File: src/rtl/dacreg_pkg.sv
// Shared definitions for the two-wire channel register bank.
// Assumes the pointer field in the pointer byte is five bits wide.
package dacreg_pkg;

    // Width of the channel-select field inside the pointer byte
    localparam int PTR_W = 5;

    // Byte engine states
    typedef enum logic [3:0] {
        S_IDLE,
        S_ADDR,
        S_ADDR_ACK,
        S_PTR,
        S_PTR_ACK,
        S_WDATA,
        S_WDATA_ACK,
        S_TX,
        S_TX_ACK
    } fsm_state_t;

endpackage

File: src/rtl/dacreg_bus_sync.sv
// Bus line front end: brings SCL and SDA into the clk domain through a
// synchronizer chain and flags clock edges and START/STOP conditions.
// Assumes clk is several times faster than SCL.
module dacreg_bus_sync #(
    parameter int SYNC_N = 2
) (
    input  logic clk,
    input  logic rst_n,
    input  logic scl_i,
    input  logic sda_i,
    output logic sda_s,
    output logic scl_rise,
    output logic scl_fall,
    output logic start_det,
    output logic stop_det
);

    logic [SYNC_N-1:0] scl_ff;
    logic [SYNC_N-1:0] sda_ff;
    logic              scl_d;
    logic              sda_d;
    logic              scl_s;

    // Synchronizer chains plus one delay stage for edge detection
    always_ff @(posedge clk) begin
        if (!rst_n) begin
            scl_ff <= '1;
            sda_ff <= '1;
            scl_d  <= 1'b1;
            sda_d  <= 1'b1;
        end else begin
            scl_ff <= {scl_ff[SYNC_N-2:0], scl_i};
            sda_ff <= {sda_ff[SYNC_N-2:0], sda_i};
            scl_d  <= scl_ff[SYNC_N-1];
            sda_d  <= sda_ff[SYNC_N-1];
        end
    end

    assign scl_s     = scl_ff[SYNC_N-1];
    assign sda_s     = sda_ff[SYNC_N-1];
    assign scl_rise  = scl_s & ~scl_d;
    assign scl_fall  = ~scl_s & scl_d;
    assign start_det = scl_s & scl_d & sda_d & ~sda_s;
    assign stop_det  = scl_s & scl_d & ~sda_d & sda_s;

endmodule

File: src/rtl/dacreg_bank.sv
// Channel storage: one staging and one output register per channel.
// A write updates a single staging register. The load strobe copies all
// staging registers into the output registers in one clock.
// Assumes wr_idx and rd_idx are below NCH.
module dacreg_bank #(
    parameter int NCH = 20,
    parameter int VW  = 10,
    parameter int PW  = 5
) (
    input  logic              clk,
    input  logic              rst_n,
    input  logic              wr_en,
    input  logic [PW-1:0]     wr_idx,
    input  logic [VW-1:0]     wr_data,
    input  logic              load,
    input  logic [PW-1:0]     rd_idx,
    output logic [VW-1:0]     rd_val,
    output logic [NCH*VW-1:0] live_flat
);

    for (genvar g = 0; g < NCH; g++) begin : g_ch
        logic [VW-1:0] stage_r;
        logic [VW-1:0] live_r;

        // Staging register loads on a matching write; output register on strobe
        always_ff @(posedge clk) begin
            if (!rst_n) begin
                stage_r <= '0;
                live_r  <= '0;
            end else begin
                if (wr_en && wr_idx == PW'(g)) stage_r <= wr_data;
                if (load) live_r <= stage_r;
            end
        end

        assign live_flat[g*VW +: VW] = live_r;
    end

    // Readback multiplexer over the output registers
    always_comb begin
        rd_val = '0;
        for (int i = 0; i < NCH; i++) begin
            if (rd_idx == PW'(i)) rd_val = live_flat[i*VW +: VW];
        end
    end

endmodule

File: src/rtl/dacreg_i2c_fsm.sv
// Byte engine of the bus target: receives the address, pointer and data
// bytes, sends readback bytes, and drives the acknowledge bits.
// Assumes synchronized inputs and 9 <= VW <= 16. SDA changes only after a
// detected SCL fall.
module dacreg_i2c_fsm
    import dacreg_pkg::*;
#(
    parameter logic [6:0] DEV_ADDR = 7'h4A,
    parameter int         NCH      = 20,
    parameter int         VW       = 10,
    parameter int         PW       = 5
) (
    input  logic          clk,
    input  logic          rst_n,
    input  logic          sda_s,
    input  logic          scl_rise,
    input  logic          scl_fall,
    input  logic          start_det,
    input  logic          stop_det,
    input  logic [VW-1:0] rd_val,
    output logic          sda_oe,
    output logic          wr_en,
    output logic [PW-1:0] wr_idx,
    output logic [VW-1:0] wr_data,
    output logic [PW-1:0] rd_idx
);

    localparam int          HW   = VW - 8;
    localparam logic [PW-1:0] LAST = PW'(NCH - 1);

    fsm_state_t     st;
    logic [7:0]     sr;
    logic [3:0]     cnt;
    logic           rw;
    logic [PW-1:0]  ptr;
    logic [HW-1:0]  hi_q;
    logic           lo_sel;
    logic           mack;

    logic [15:0]    rd_word;
    logic [7:0]     hi_byte;
    logic [7:0]     lo_byte;
    logic [PW-1:0]  ptr_next;
    logic           ptr_ok;
    logic           rx_state;
    logic           rx_done;

    // Derived values for the byte engine
    always_comb begin
        rd_word  = 16'(rd_val);
        hi_byte  = rd_word[15:8];
        lo_byte  = rd_word[7:0];
        ptr_next = (ptr == LAST) ? '0 : ptr + 1'b1;
        ptr_ok   = (sr[7:PW] == '0) && ({1'b0, sr[PW-1:0]} < (PW+1)'(NCH));
        rx_state = (st == S_ADDR) || (st == S_PTR) || (st == S_WDATA);
        rx_done  = scl_fall && (cnt == 4'd8);
    end

    assign rd_idx = ptr;

    // Transfer sequencing, shifting and SDA drive
    always_ff @(posedge clk) begin
        if (!rst_n) begin
            st      <= S_IDLE;
            sr      <= '0;
            cnt     <= '0;
            rw      <= 1'b0;
            ptr     <= '0;
            hi_q    <= '0;
            lo_sel  <= 1'b0;
            mack    <= 1'b0;
            sda_oe  <= 1'b0;
            wr_en   <= 1'b0;
            wr_idx  <= '0;
            wr_data <= '0;
        end else begin
            wr_en <= 1'b0;
            if (start_det) begin
                st     <= S_ADDR;
                cnt    <= '0;
                sda_oe <= 1'b0;
                lo_sel <= 1'b0;
            end else if (stop_det) begin
                st     <= S_IDLE;
                sda_oe <= 1'b0;
            end else begin
                if (rx_state && scl_rise && cnt != 4'd8) begin
                    sr  <= {sr[6:0], sda_s};
                    cnt <= cnt + 4'd1;
                end
                case (st)
                    S_ADDR: if (rx_done) begin
                        cnt <= '0;
                        if (sr[7:1] == DEV_ADDR) begin
                            rw     <= sr[0];
                            sda_oe <= 1'b1;
                            st     <= S_ADDR_ACK;
                        end else begin
                            st <= S_IDLE;
                        end
                    end
                    S_PTR: if (rx_done) begin
                        cnt <= '0;
                        if (ptr_ok) begin
                            ptr    <= sr[PW-1:0];
                            lo_sel <= 1'b0;
                            sda_oe <= 1'b1;
                            st     <= S_PTR_ACK;
                        end else begin
                            st <= S_IDLE;
                        end
                    end
                    S_WDATA: if (rx_done) begin
                        cnt    <= '0;
                        sda_oe <= 1'b1;
                        st     <= S_WDATA_ACK;
                        if (!lo_sel) begin
                            hi_q   <= sr[HW-1:0];
                            lo_sel <= 1'b1;
                        end else begin
                            wr_en   <= 1'b1;
                            wr_idx  <= ptr;
                            wr_data <= {hi_q, sr};
                            ptr     <= ptr_next;
                            lo_sel  <= 1'b0;
                        end
                    end
                    S_ADDR_ACK: if (scl_fall) begin
                        if (rw) begin
                            sr     <= hi_byte;
                            sda_oe <= ~hi_byte[7];
                            lo_sel <= 1'b1;
                            st     <= S_TX;
                        end else begin
                            sda_oe <= 1'b0;
                            st     <= S_PTR;
                        end
                    end
                    S_PTR_ACK, S_WDATA_ACK: if (scl_fall) begin
                        sda_oe <= 1'b0;
                        st     <= S_WDATA;
                    end
                    S_TX: if (scl_fall) begin
                        if (cnt == 4'd7) begin
                            cnt    <= '0;
                            sda_oe <= 1'b0;
                            mack   <= 1'b0;
                            st     <= S_TX_ACK;
                        end else begin
                            cnt    <= cnt + 4'd1;
                            sr     <= {sr[6:0], 1'b0};
                            sda_oe <= ~sr[6];
                        end
                    end
                    S_TX_ACK: begin
                        if (scl_rise) begin
                            mack <= ~sda_s;
                        end else if (scl_fall) begin
                            if (mack) begin
                                cnt <= '0;
                                st  <= S_TX;
                                if (lo_sel) begin
                                    sr     <= lo_byte;
                                    sda_oe <= ~lo_byte[7];
                                    ptr    <= ptr_next;
                                    lo_sel <= 1'b0;
                                end else begin
                                    sr     <= hi_byte;
                                    sda_oe <= ~hi_byte[7];
                                    lo_sel <= 1'b1;
                                end
                            end else begin
                                sda_oe <= 1'b0;
                                st     <= S_IDLE;
                            end
                        end
                    end
                    default: ;
                endcase
            end
        end
    end

endmodule

File: src/rtl/dacreg_i2c_target.sv
// Top of the two-wire channel register bank: bus front end, byte engine
// and channel storage. SDA is open drain: sda_oe high pulls the line low.
// Assumes NCH <= 32 and 9 <= VW <= 16.
module dacreg_i2c_target
    import dacreg_pkg::*;
#(
    parameter logic [6:0] DEV_ADDR = 7'h4A,
    parameter int         NCH      = 20,
    parameter int         VW       = 10,
    parameter int         SYNC_N   = 2
) (
    input  logic              clk,
    input  logic              rst_n,
    input  logic              scl_i,
    input  logic              sda_i,
    output logic              sda_oe,
    input  logic              load_strobe,
    output logic [NCH*VW-1:0] out_values
);

    localparam int PW = PTR_W;

    logic          sda_s;
    logic          scl_rise;
    logic          scl_fall;
    logic          start_det;
    logic          stop_det;
    logic          wr_en;
    logic [PW-1:0] wr_idx;
    logic [VW-1:0] wr_data;
    logic [PW-1:0] rd_idx;
    logic [VW-1:0] rd_val;

    dacreg_bus_sync #(.SYNC_N(SYNC_N)) u_sync (
        .clk       (clk),
        .rst_n     (rst_n),
        .scl_i     (scl_i),
        .sda_i     (sda_i),
        .sda_s     (sda_s),
        .scl_rise  (scl_rise),
        .scl_fall  (scl_fall),
        .start_det (start_det),
        .stop_det  (stop_det)
    );

    dacreg_i2c_fsm #(.DEV_ADDR(DEV_ADDR), .NCH(NCH), .VW(VW), .PW(PW)) u_fsm (
        .clk       (clk),
        .rst_n     (rst_n),
        .sda_s     (sda_s),
        .scl_rise  (scl_rise),
        .scl_fall  (scl_fall),
        .start_det (start_det),
        .stop_det  (stop_det),
        .rd_val    (rd_val),
        .sda_oe    (sda_oe),
        .wr_en     (wr_en),
        .wr_idx    (wr_idx),
        .wr_data   (wr_data),
        .rd_idx    (rd_idx)
    );

    dacreg_bank #(.NCH(NCH), .VW(VW), .PW(PW)) u_bank (
        .clk       (clk),
        .rst_n     (rst_n),
        .wr_en     (wr_en),
        .wr_idx    (wr_idx),
        .wr_data   (wr_data),
        .load      (load_strobe),
        .rd_idx    (rd_idx),
        .rd_val    (rd_val),
        .live_flat (out_values)
    );

endmodule

File: config.mk
export PLATFORM = sky130hd
export DESIGN_NAME = dacreg_i2c_target
export DESIGN_NICKNAME = d
export VERILOG_FILES = /design/src/rtl/dacreg_pkg.sv /design/src/rtl/dacreg_bus_sync.sv /design/src/rtl/dacreg_bank.sv /design/src/rtl/dacreg_i2c_fsm.sv /design/src/rtl/dacreg_i2c_target.sv
export SDC_FILE = /design/constraint.sdc
export NUM_CORES = 1
export LEC_CHECK = 0
export BUFFER_PORTS_ARGS = -buffer_cell sky130_fd_sc_hd__buf_4
export CORE_ASPECT_RATIO = 0.7
export CORE_MARGIN = 2
export CORE_UTILIZATION = 35
export CTS_BUF_LIST = sky130_fd_sc_hd__clkbuf_4
export DETAILED_ROUTE_END_ITERATION = 10
export GPL_ROUTABILITY_DRIVEN = 0
export PLACE_DENSITY_LB_ADDON = 0.08
export SLEW_MARGIN = 10
export SYNTH_ARGS = -nofsm -noshare
export SYNTH_HDL_FRONTEND = slang
export SYNTH_HIERARCHICAL = 1
export SYNTH_SLANG_ARGS = --single-unit
File: constraint.sdc
create_clock -name clk -period 2.35 [get_ports clk]
set_input_delay 0.47 -clock clk [delete_from_list [all_inputs] [get_ports clk]]
set_output_delay 0.47 -clock clk [all_outputs]
set_load 0.01 [all_outputs]
==> results of run 1 <==
==> per-stage QoR <==
step	std cells	total power [mW]	util, %	area (sq um)
floorplan	2071	8.31	-	20200
global placement	3039	8.51	41.7	23700
detailed placement	3039	8.51	41.7	23700
CTS	3223	15.0	44.1	25100
global route	3227	15.4	44.6	25300
finish	3227	14.8	44.6	25300
==> sequential cells by signal, summed over array words and instances, names as in the netlist, 2 cells and up <==
name                 cells
u_fsm/hi_q               2
u_sync/scl_ff            2
u_fsm/wr_data           10
u_bank/g_ch.stage_r    200
u_fsm/wr_idx             5
u_fsm/sr                 8
u_sync/sda_ff            2
u_fsm/st                 4
u_fsm/cnt                4
u_fsm/rd_idx             5
u_bank/g_ch.live_r     200
==> cell usage in the layout, fill, tap and decap left out, types with 5 or more instances in the layout <==
cell,instances
dfxtp_1,444
mux2i_1,376
nor2b_1,369
buf_4,365
clkbuf_4,157
nand2_1,129
nand3_1,73
a21oi_1,55
a21boi_0,53
o21ai_0,39
nor2_1,38
buf_12,23
nand2b_1,23
clkinv_1,14
nor3_1,14
a31oi_1,12
o22ai_1,11
inv_1,10
a211oi_1,10
nand3b_1,8
a211o_1,8
or3_1,7
a22o_1,7
a21o_1,7
mux4_2,7
o211a_1,7
o21ai_1,7
buf_6,6
nor3b_1,6
a2bb2oi_1,6
and3b_1,5
a221oi_1,5
and3_1,5
nor3_2,5
mux2_2,5
nand4b_1,5
o221ai_1,5
a221oi_2,5
o2bb2ai_1,5
==> how the worst min path moves through the flow <==
stage / endpoint / slack, ps / depth (start not counted)
after global routing: u_bank/g_ch[8].live_r[0] / 110 / 3
final: u_bank/g_ch[9].live_r[1] / 150 / 3
after CTS: u_bank/g_ch[10].live_r[5] / 70 / 3
after detailed placement: u_sync/sda_ff[1] / 410 / 1
after floorplan: u_sync/scl_ff[1] / 390 / 1
after global placement: u_sync/scl_ff[1] / 420 / 1
==> cell type report <==
type,count,area share (%)
Multi-Input combinational cell,1437,42.1
Clock buffer,157,4.65
Inverter,11,0.163
Sequential cell,449,35.5
Timing Repair Buffer,400,13.2
Antenna cell,1,0.00988
Tap cell,750,3.70
Clock inverter,22,0.607
==> metal layers <==
metal	up-vias	routed length, um	part of all wire (%)
met2	790	32200	40
met4	2	2320	2.9
li1	7987	-	-
met3	142	7760	9.6
met1	8447	38500	48
met5	-	18	0.022
==> critical path, stage by stage, from the launching register on <==
cell and delay, ps:
dfxtp_1 380, buf_4 180, nor3b_2 340, o211ai_1 130, a221o_1 420, buf_4 200
or3_1 340, a21oi_1 220
==> power by group through the flow <==
stage,logic (mW),registers (mW),clock network (mW)
6_report,0.697,7.66,6.41
5_1_grt,0.738,7.65,7.02
4_1_cts,0.686,7.66,6.64
3_5_place_dp,0.680,7.83,0
3_3_place_gp,0.678,7.83,0
2_1_floorplan,0.493,7.82,0
==> cells by family (layout without fill, tap and decap cells) <==
kind of cell	count (synthesis)	count (layout)
AND/OR/NAND/NOR	739	739
flip-flops	449	449
multiplexers	388	388
AO/OA/AOI/OAI	305	305
buffers and inverters	185	590
adder cells (fa/ha/maj)	3	3
XOR/XNOR	2	2
other	0	1
==> what timing repair did <==
| item | in CTS | in global routing |
|---|---|---|
| pin swaps | 1 | 19 |
| buffers inserted | 2 | 5 |
| hold buffers | 3 | 0 |
| endpoints found under the setup margin | 8 | 10 |
| gates cloned | 0 | 0 |
| resized for setup | 9 | 57 |
| endpoints found under the hold margin | 47 | 0 |
==> flow_metrics.py, run 1 <==
metrics = {
    "yosys": {
        "yosys-top-cells-count": "449 x dfxtp_1, 376 x mux2i_1, 369 x nor2b_1, 130 x nand2_1, 126 x clkbuf_1",
        "synth-seq-cells": 449,
        "async_flop_share_pct": 0,
        "synth-edff-count": 0,
        "yosys-top-cells-area": "dfxtp_1 45%, mux2i_1 19%, nor2b_1 11%, nand2_1 2.4%, clkbuf_1 2.3%",
        "synth_area_leader_cell": "dfxtp_1",
        "synth_adder_area_share_pct": 0.186,
        "synth_compound_area_share_pct": 10.6,
        "synth_cell_types": 85,
        "synth_top_family_by_area": "simple AND/OR/NAND/NOR gates",
        "post_synth_xor_area_fraction_pct": 0.0869,
        "ys.flop_type": "dfxtp_1",
        "yosys.area_share.simple_pct": 21.1,
        "syn_avg_cell_area_sq_um": 9.74,
        "yosysSeqAreaShare_pct": 44.6,
        "synth.net_count": 2079,
        "synth_warnings": 6,
        "synth.most_common_cell": "dfxtp_1",
        "synth_cells": 2071,
        "synth.mux.area_fraction_pct": 19.7,
        "syn-cell-area_sq_mm": 0.0202,
        "synth_top_area_share_pct": 44.6,
    },
    "grt": {
        "grt_pass1_vias": 16500,
        "met1_usage_pct": 38.2,
        "grt.busiest_layer": "met1",
        "grtUsageTotal_pct": 26.4,
        "grt_max_degree": 137,
        "grtUsageMet2_pct": 36.3,
        "antenna_found_initial": 4,
        "global_route.usage.met3_pct": 8.69,
        "overflow": 0,
        "grt_pass1_wl_um": 115000,
    },
    "setup_path": {
        "cp_max_fo": 7,
        "endpoint": "u_fsm/rd_idx[2]",
        "r2r-end": "u_fsm/rd_idx[2]",
        "cp_data_arrival_time_ps": 3050,
        "r2r_slack_ps": 60,
        "crit_required_ps": 3110,
        "worst-setup-path-type": "flop to flop",
        "cp-startpoint": "u_fsm/st[0]",
        "crit_path_end_kind": "flop",
        "rr_worst_depth": 7,
        "critical_path.startpoint_type": "flop",
        "r2r_start": "u_fsm/st[0]",
    },
    "die": {
        "ios": 206,
        "core_area_sq_mm": 0.0568,
        "dieHeight_um": 205,
        "die_w_um": 291,
        "rows": 73,
        "start_util_pct": 35.5,
        "dieArea_sq_mm": 0.0596,
    },
    "power": {
        "power_frac_clock_pct": 43.4,
        "seq_power_share_pct": 51.9,
        "pwr-share-comb_pct": 4.7,
        "p_int_mw": 11.2,
        "swShare_pct": 24.1,
        "switching_power_mw": 3.56,
        "leakagePower_nw": 10.3,
        "ir_drop_mv": 0.389,
        "p_per_area_mw_per_mm2": 583,
    },
    "sta": {
        "worst_slew_pin_slew_ps": 778,
        "setup_tns_ps": 0,
        "finalCriticalPeriod_ps": 2290,
        "hold_viol_final": 0,
        "hold-worst-slack_ps": 152,
        "period_share_pct": 97.5,
        "timing.fmax_mhz": 436,
        "fin_ws_ps": 58.0,
        "drv_slew": 0,
        "setup_violations": 0,
        "rsz0062_at_grt": "true",
        "fin_skew_ps": 32.1,
        "slew_headroom_pct": 48.1,
    },
    "layout": {
        "fill_cells": 5497,
        "drive_gt1_share_pct": 26.1,
        "fin_nets": 2419,
        "area_growth_pct": 25.7,
        "final-seq-area_sq_mm": 0.00900,
        "multi_input_area_sq_mm": 0.0107,
    },
    "min_path": {
        "hp-class": "input pin to flop",
        "hp-start": "load_strobe",
    },
    "placement": {
        "place_ws_ps": -207,
        "io_buffers": 205,
        "hpwl_um": 58100,
    },
    "detailed_routing": {
        "initialDrtViolationCount": 1693,
        "drc": 0,
        "routedWlPerCell_um": 25.0,
        "vias_per_cell": 5.38,
        "ant_nets": 0,
        "wirelength_um": 80700,
        "drtPass1Iterations": 7,
        "vias": 17400,
    },
    "outcome": {
        "outcome": "finished clean",
    },
    "clock_tree": {
        "cts_sinks": 449,
        "root_buffer": "clkbuf_4",
        "cts_tree": "yes",
        "htree_num_levels": 3,
        "path_clk_slew_ps": 60,
        "clk_path_buf_depth": 3,
        "insertion_delay_ps": 860,
        "cts_inserted_buffers": 112,
    },
    "flow_run": {
        "cap_violations": 0,
    },
}
(Power assumes the default switching activity.)
==> run 2: changes to the inputs <==
ABC_AREA = 1   (was not set)
PLACE_DENSITY_LB_ADDON = 0.2   (was 0.08)
==> run 2 against run 1 <==
Compared with the run above: the run now ends with setup timing left; final cell count up 13%; sequential share of layout area up 3.7 points; total power up 26%; maximum frequency down 10%; synthesized cell count up 26%; synthesized area down 7.9%; global-route usage down 0.43 points; clock power up 2%; combinational power rose to 5.4 times the previous value.
==> flow_metrics.py, run 2 <==
metrics = {
    "die": {
        "die_w_um": 279,
        "ios": 206,
        "dieHeight_um": 197,
        "rows": 70,
        "dieArea_sq_mm": 0.0549,
        "core_area_sq_mm": 0.0523,
        "start_util_pct": 35.5,
    },
    "yosys": {
        "synth_top_family_by_area": "simple AND/OR/NAND/NOR gates",
        "syn-cell-area_sq_mm": 0.0186,
        "synth_top_area_share_pct": 48.4,
        "synth_cell_types": 34,
        "synth_cells": 2613,
        "synth_warnings": 6,
        "async_flop_share_pct": 0,
        "synth-seq-cells": 449,
        "synth.net_count": 2621,
        "synth.mux.area_fraction_pct": 0,
        "ys.flop_type": "dfxtp_1",
        "synth_adder_area_share_pct": 0.202,
        "yosys.area_share.simple_pct": 27.3,
        "syn_avg_cell_area_sq_um": 7.11,
        "synth.most_common_cell": "nor2_1",
        "synth-edff-count": 0,
        "yosysSeqAreaShare_pct": 48.4,
        "yosys-top-cells-area": "dfxtp_1 48%, nor2_1 9.3%, nand2_1 8.9%, o21ai_0 8.8%, a21oi_1 7.5%",
        "synth_compound_area_share_pct": 16.7,
        "post_synth_xor_area_fraction_pct": 0.283,
        "yosys-top-cells-count": "459 x nor2_1, 449 x dfxtp_1, 439 x nand2_1, 328 x o21ai_0, 277 x a21oi_1",
        "synth_area_leader_cell": "dfxtp_1",
    },
    "clock_tree": {
        "cts_inserted_buffers": 111,
        "root_buffer": "clkbuf_4",
        "cts_sinks": 449,
        "cts_tree": "yes",
        "clk_path_buf_depth": 3,
        "insertion_delay_ps": 900,
        "htree_num_levels": 3,
        "path_clk_slew_ps": 80,
    },
    "layout": {
        "instances_no_fill": 3648,
        "fin_nets": 2887,
        "drive_gt1_share_pct": 20.4,
        "area_growth_pct": 23.8,
        "mostFrequentLayoutCells": "438 x nor2_1, 435 x dfxtp_1, 418 x nand2_1, 328 x o21ai_0, 285 x buf_4",
        "mostFrequentLayoutCell": "nor2_1",
        "top_regs": "u_bank/g_ch.live_r (200), u_bank/g_ch.stage_r (200), u_fsm/wr_data (10)",
        "final_area_sq_mm": 0.0230,
    },
    "min_path": {
        "hp-start": "load_strobe",
        "min_path_cells": 3,
        "worstHoldEndpoint": "u_bank/g_ch[0].live_r[7]",
        "hp-class": "input pin to flop",
    },
    "grt": {
        "overflow": 0,
        "grtUsageTotal_pct": 25.9,
        "grt_pass1_wl_um": 109000,
        "antenna_found_initial": 2,
        "grt_pass1_vias": 17400,
        "grt_max_degree": 129,
    },
    "sta": {
        "slew_headroom_pct": 32.1,
        "period_share_pct": 109,
        "rsz0062_at_grt": "true",
        "fin_ws_ps": -205,
        "fin_skew_ps": 80.9,
        "worst_slew_pin_slew_ps": 1020,
        "timing.fmax_mhz": 391,
        "drv_slew": 0,
        "hold_viol_final": 0,
        "finalCriticalPeriod_ps": 2560,
        "setup_violations": 5,
        "setup_tns_ps": -572,
    },
    "setup_path": {
        "critical_path.startpoint_type": "flop",
        "crit_required_ps": 3120,
        "cp_max_fo": 6,
        "crit_path_end_kind": "flop",
        "r2r_slack_ps": -210,
        "worst-setup-path-type": "flop to flop",
        "r2r_start": "u_fsm/rd_idx[0]",
        "cp_data_arrival_time_ps": 3320,
        "r2r-end": "u_fsm/sr[6]",
        "rr_worst_depth": 20,
    },
    "outcome": {
        "outcome": "finished, violations left",
        "violations": "setup timing",
    },
    "power": {
        "ir_drop_mv": 0.358,
        "leakagePower_nw": 9.34,
        "p_per_area_mw_per_mm2": 808,
    },
    "detailed_routing": {
        "vias": 19200,
        "drc": 0,
        "initialDrtViolationCount": 2283,
        "vias_per_cell": 5.27,
        "drtPass1Iterations": 7,
        "wirelength_um": 73300,
        "routedWlPerCell_um": 20.1,
        "ant_nets": 0,
    },
    "placement": {
        "hpwl_um": 49700,
        "io_buffers": 205,
        "dp.cells": 3437,
        "dpl_cell_area_sq_mm": 0.0212,
    },
    "flow_run": {
        "cap_violations": 0,
    },
}
==> run 2: final cells by class <==
type,instances,area [sq um]
sequential,449,9020
inverter,183,698
clock inverter,34,188
antenna,6,15.0
tap,684,856
multi-input combinational,1823,8480
fill,5377,29300
clock buffer,158,1190
timing repair buffer,311,2550
==> run 2: what timing repair did <==
item,CTS,global route
gates resized for setup,47,41
buffers inserted,7,4
hold buffers,3,0
pin swaps,28,45
setup endpoints to repair,9,9
gates cloned,1,0
hold endpoints to repair,22,0
==> run 2: routing by layer <==
metal / part of all wire (%) / global-route usage (%) / routed length (um)
met1: 46 / 37.8 / 33600
met2: 44 / 38.4 / 32000
met3: 8.7 / 6.05 / 6360
met4: 1.8 / 6.59 / 1310
met5: 0 / 0 / 0
==> run 2: where the power goes <==
| part | leakage, nW | internal (mW) | total, mW | switching, mW |
|---|---|---|---|---|
| Clock | 0.811 | 3.29 | 6.54 | 3.25 |
| Sequential | 3.66 | 7.88 | 8.30 | 0.420 |
| Combinational | 4.86 | 1.40 | 3.73 | 2.33 |
==> run 2: cells by family (layout without fill, tap and decap cells) <==
kind of cell,count (synthesis),in the layout
AOI/OAI and AO/OA,617,617
xor gates and xnor gates,6,6
adders and majority gates,3,3
buffers and inverters,341,686
DFF,449,449
other,0,6
and+or+nand+nor,1197,1197
==> run 2: worst max-delay path by stage <==
stage	startpoint	endpoint	slack [ps]	depth (start not counted)
final	u_fsm/rd_idx[0]	u_fsm/sr[6]	-210	20
after global routing	u_fsm/rd_idx[0]	u_fsm/sr[6]	-340	19
after CTS	u_fsm/rd_idx[0]	u_fsm/sda_oe	-90	23
after detailed placement	u_fsm/rd_idx[0]	u_fsm/sr[3]	-350	20
after global placement	u_fsm/rd_idx[0]	u_fsm/sr[3]	-220	20
after floorplan	u_fsm/rd_idx[2]	u_fsm/sda_oe	190	17
==> run 2: worst max-delay path, cell delays in order (launching register included) <==
cell	delay [ps]
dfxtp_4	380
buf_6	130
nand2_4	60
nor2_4	60
buf_12	130
nand3_2	50
nand2_1	50
inv_1	50
nand4_1	150
nand2_2	120
nand4_1	160
nor2_2	170
nand4_1	140
nor2_2	160
nand3_1	80
nand2_1	80
nand3_1	60
nand2_1	100
o22ai_2	90
nor2_1	130
a21oi_1	80
==> run 2: metrics by stage <==
step / hold slack (ps) / power, mW / setup WS [ps] / util (%)
final: 95.4 / 18.6 / -205 / 44.0
after CTS: 24.9 / 18.5 / -85.1 / 43.7
after floorplan: 380 / 10.4 / 186 / -
after global placement: 391 / 11.7 / -221 / 40.6
after detailed placement: 385 / 11.8 / -351 / 40.6
after global routing: 40.7 / 19.5 / -342 / 44.0
==> run 3: changes to the inputs <==
CTS_BUF_LIST = not set   (was sky130_fd_sc_hd__clkbuf_4)
==> run 3 against run 2 <==
Compared with the run above: the run still ends with setup timing left; critical path depth rose by 1; register-to-register slack gained 80 ps; clock power increased by 18%; utilization increased by 0.39 points.
==> flow_metrics.py, run 3 (synthesis gave the netlist of run 2 again) <==
metrics = {
    "outcome": {
        "outcome": "finished, violations left",
        "violations": "setup timing",
    },
    "layout": {
        "mostFrequentLayoutCell": "nor2_1",
        "top_regs": "u_bank/g_ch.live_r (200), u_bank/g_ch.stage_r (200), u_fsm/wr_data (10)",
        "final-seq-area_sq_mm": 0.00901,
        "fin_nets": 2823,
        "post-route-util_pct": 44.4,
        "diodes": 0,
        "multi_input_area_sq_mm": 0.00849,
        "area_growth_pct": 24.9,
        "fill_cells": 5277,
        "drive_gt1_share_pct": 18.1,
        "mostFrequentLayoutCells": "438 x nor2_1, 435 x dfxtp_1, 419 x nand2_1, 328 x o21ai_0, 291 x buf_4",
    },
    "die": {
        "dieHeight_um": 197,
        "dieArea_sq_mm": 0.0549,
        "core_area_sq_mm": 0.0523,
        "die_w_um": 279,
        "start_util_pct": 35.5,
        "rows": 70,
        "ios": 206,
    },
    "setup_path": {
        "cpMostUsedCell": "nand2_1",
        "worst-setup-path-type": "flop to flop",
        "crit_path_end_kind": "flop",
        "critical_path.startpoint_type": "flop",
        "crit_required_ps": 2830,
        "slowest_delay_ps": 380,
        "cp_max_fo": 6,
        "slowest_stage": "dfxtp_4",
        "cp_data_arrival_time_ps": 2950,
        "path_cells": "buf_6 > nand2_4 > nor2_4 > buf_6 > buf_16 > nand3_4 > nand2_2 > nor2_2 > nand4_1 > nand2_2 > nand4_1 > nor2_1 > nand4_1 > nand2_1 > nand3_1 > nand2_1 > nand3_1 > nand2_1 > nand2_1 > nor2_1 > a21oi_1",
    },
    "sta": {
        "fin_ws_ps": -123,
        "period_share_pct": 105,
        "setup_violations": 7,
        "timing.fmax_mhz": 404,
        "finalCriticalPeriod_ps": 2470,
        "slew_headroom_pct": 34.2,
        "hold_viol_final": 0,
        "drv_slew": 0,
        "rsz0062_at_grt": "true",
        "setup_tns_ps": -536,
        "fin_skew_ps": 20.4,
        "worst_slew_pin_slew_ps": 988,
    },
    "grt": {
        "grt_pass1_wl_um": 108000,
        "grtUsageTotal_pct": 25.7,
        "grt_max_degree": 129,
        "grt_pass1_vias": 17000,
        "overflow": 0,
        "antenna_found_initial": 0,
    },
    "detailed_routing": {
        "vias_per_cell": 5.31,
        "vias": 18800,
        "ant_nets": 0,
        "drc": 0,
        "wirelength_um": 72800,
        "initialDrtViolationCount": 2307,
        "routedWlPerCell_um": 20.6,
        "drtPass1Iterations": 6,
    },
    "clock_tree": {
        "clk_path_buf_depth": 3,
        "insertion_delay_ps": 590,
        "path_clk_slew_ps": 60,
        "cts_hold_buf": 0,
        "htree_num_levels": 2,
        "root_buffer": "clkbuf_16",
        "cts_inserted_buffers": 46,
        "cts_tree": "yes",
        "cts_sinks": 449,
    },
    "flow_run": {
        "cap_violations": 0,
    },
    "power": {
        "p_per_area_mw_per_mm2": 852,
        "leakagePower_nw": 9.33,
        "ir_drop_mv": 0.500,
    },
    "placement": {
        "hpwl_um": 49700,
        "io_buffers": 205,
    },
    "min_path": {
        "hp-class": "input pin to flop",
    },
}
## run 3: changes by cell type in the layout (fill, tap and decap cells not counted), sizes merged
cell	previous run	this run
clkbuf	158	68
dlygate4sd3	3	0
clkinvlp	1	0
clkinv	37	18
buf	308	312
bufinv	2	4
diode	6	0
## run 3: path summary, 6_finish.rpt
kind	from	end	slack, ps	depth (start not counted)
worst min-delay path	scl_i	u_sync/scl_ff[0]	60	3
worst max-delay path	u_fsm/rd_idx[0]	u_fsm/sr[0]	-120	21
worst min register to register	u_sync/sda_ff[0]	u_sync/sda_ff[1]	400	2
worst max register to register	u_fsm/rd_idx[0]	u_fsm/sr[0]	-120	21
## run 3: repair_timing
item,in CTS,in global routing
buffers inserted,6,8
cloned,1,0
endpoints found under the setup margin,9,9
gates resized for setup,42,46
pin swaps,24,40
## run 3: worst max-delay path: cells and delay by family (launching register included)
family | cells | cell delay, ps
compound gates | 1 | 70
simple gates | 17 | 1520
flops | 1 | 380
buf+inv | 3 | 380
## run 3: power breakdown
part	switching (mW)	internal, mW	leakage, nW
Sequential	0.419	7.88	3.66
Clock	3.18	4.55	0.793
Combinational	2.33	1.40	4.87
## run 3: layer usage
metal  part of all wire, %  track usage [%]  wire length (um)
met1                    46             37.9             33300
met2                    43             38.5             31700
met3                   9.0             4.81              6560
met4                   1.8             6.41              1320
met5                     0                0                 0
## run 3: cell type report
| class | instances | share of cell area (%) |
|---|---|---|
| Sequential cell | 449 | 38.9 |
| Clock buffer | 68 | 6.02 |
| Timing Repair Buffer | 312 | 11.0 |
| Tap cell | 684 | 3.69 |
| Inverter | 183 | 3.01 |
| Multi-Input combinational cell | 1823 | 36.6 |
| Clock inverter | 16 | 0.842 |
## run 3: per-stage QoR
step                setup WS, ps  total power, mW  area (sq um)  hold WS [ps]  cells
floorplan                    186             10.4         18600           380   2613
global placement            -221             11.7         21200           391   3437
detailed placement          -351             11.8         21200           385   3437
CTS                        -79.2             19.6         23000          32.8   3528
global route                -315             20.6         23200          45.8   3535
finish                      -123             19.8         23200          58.9   3535
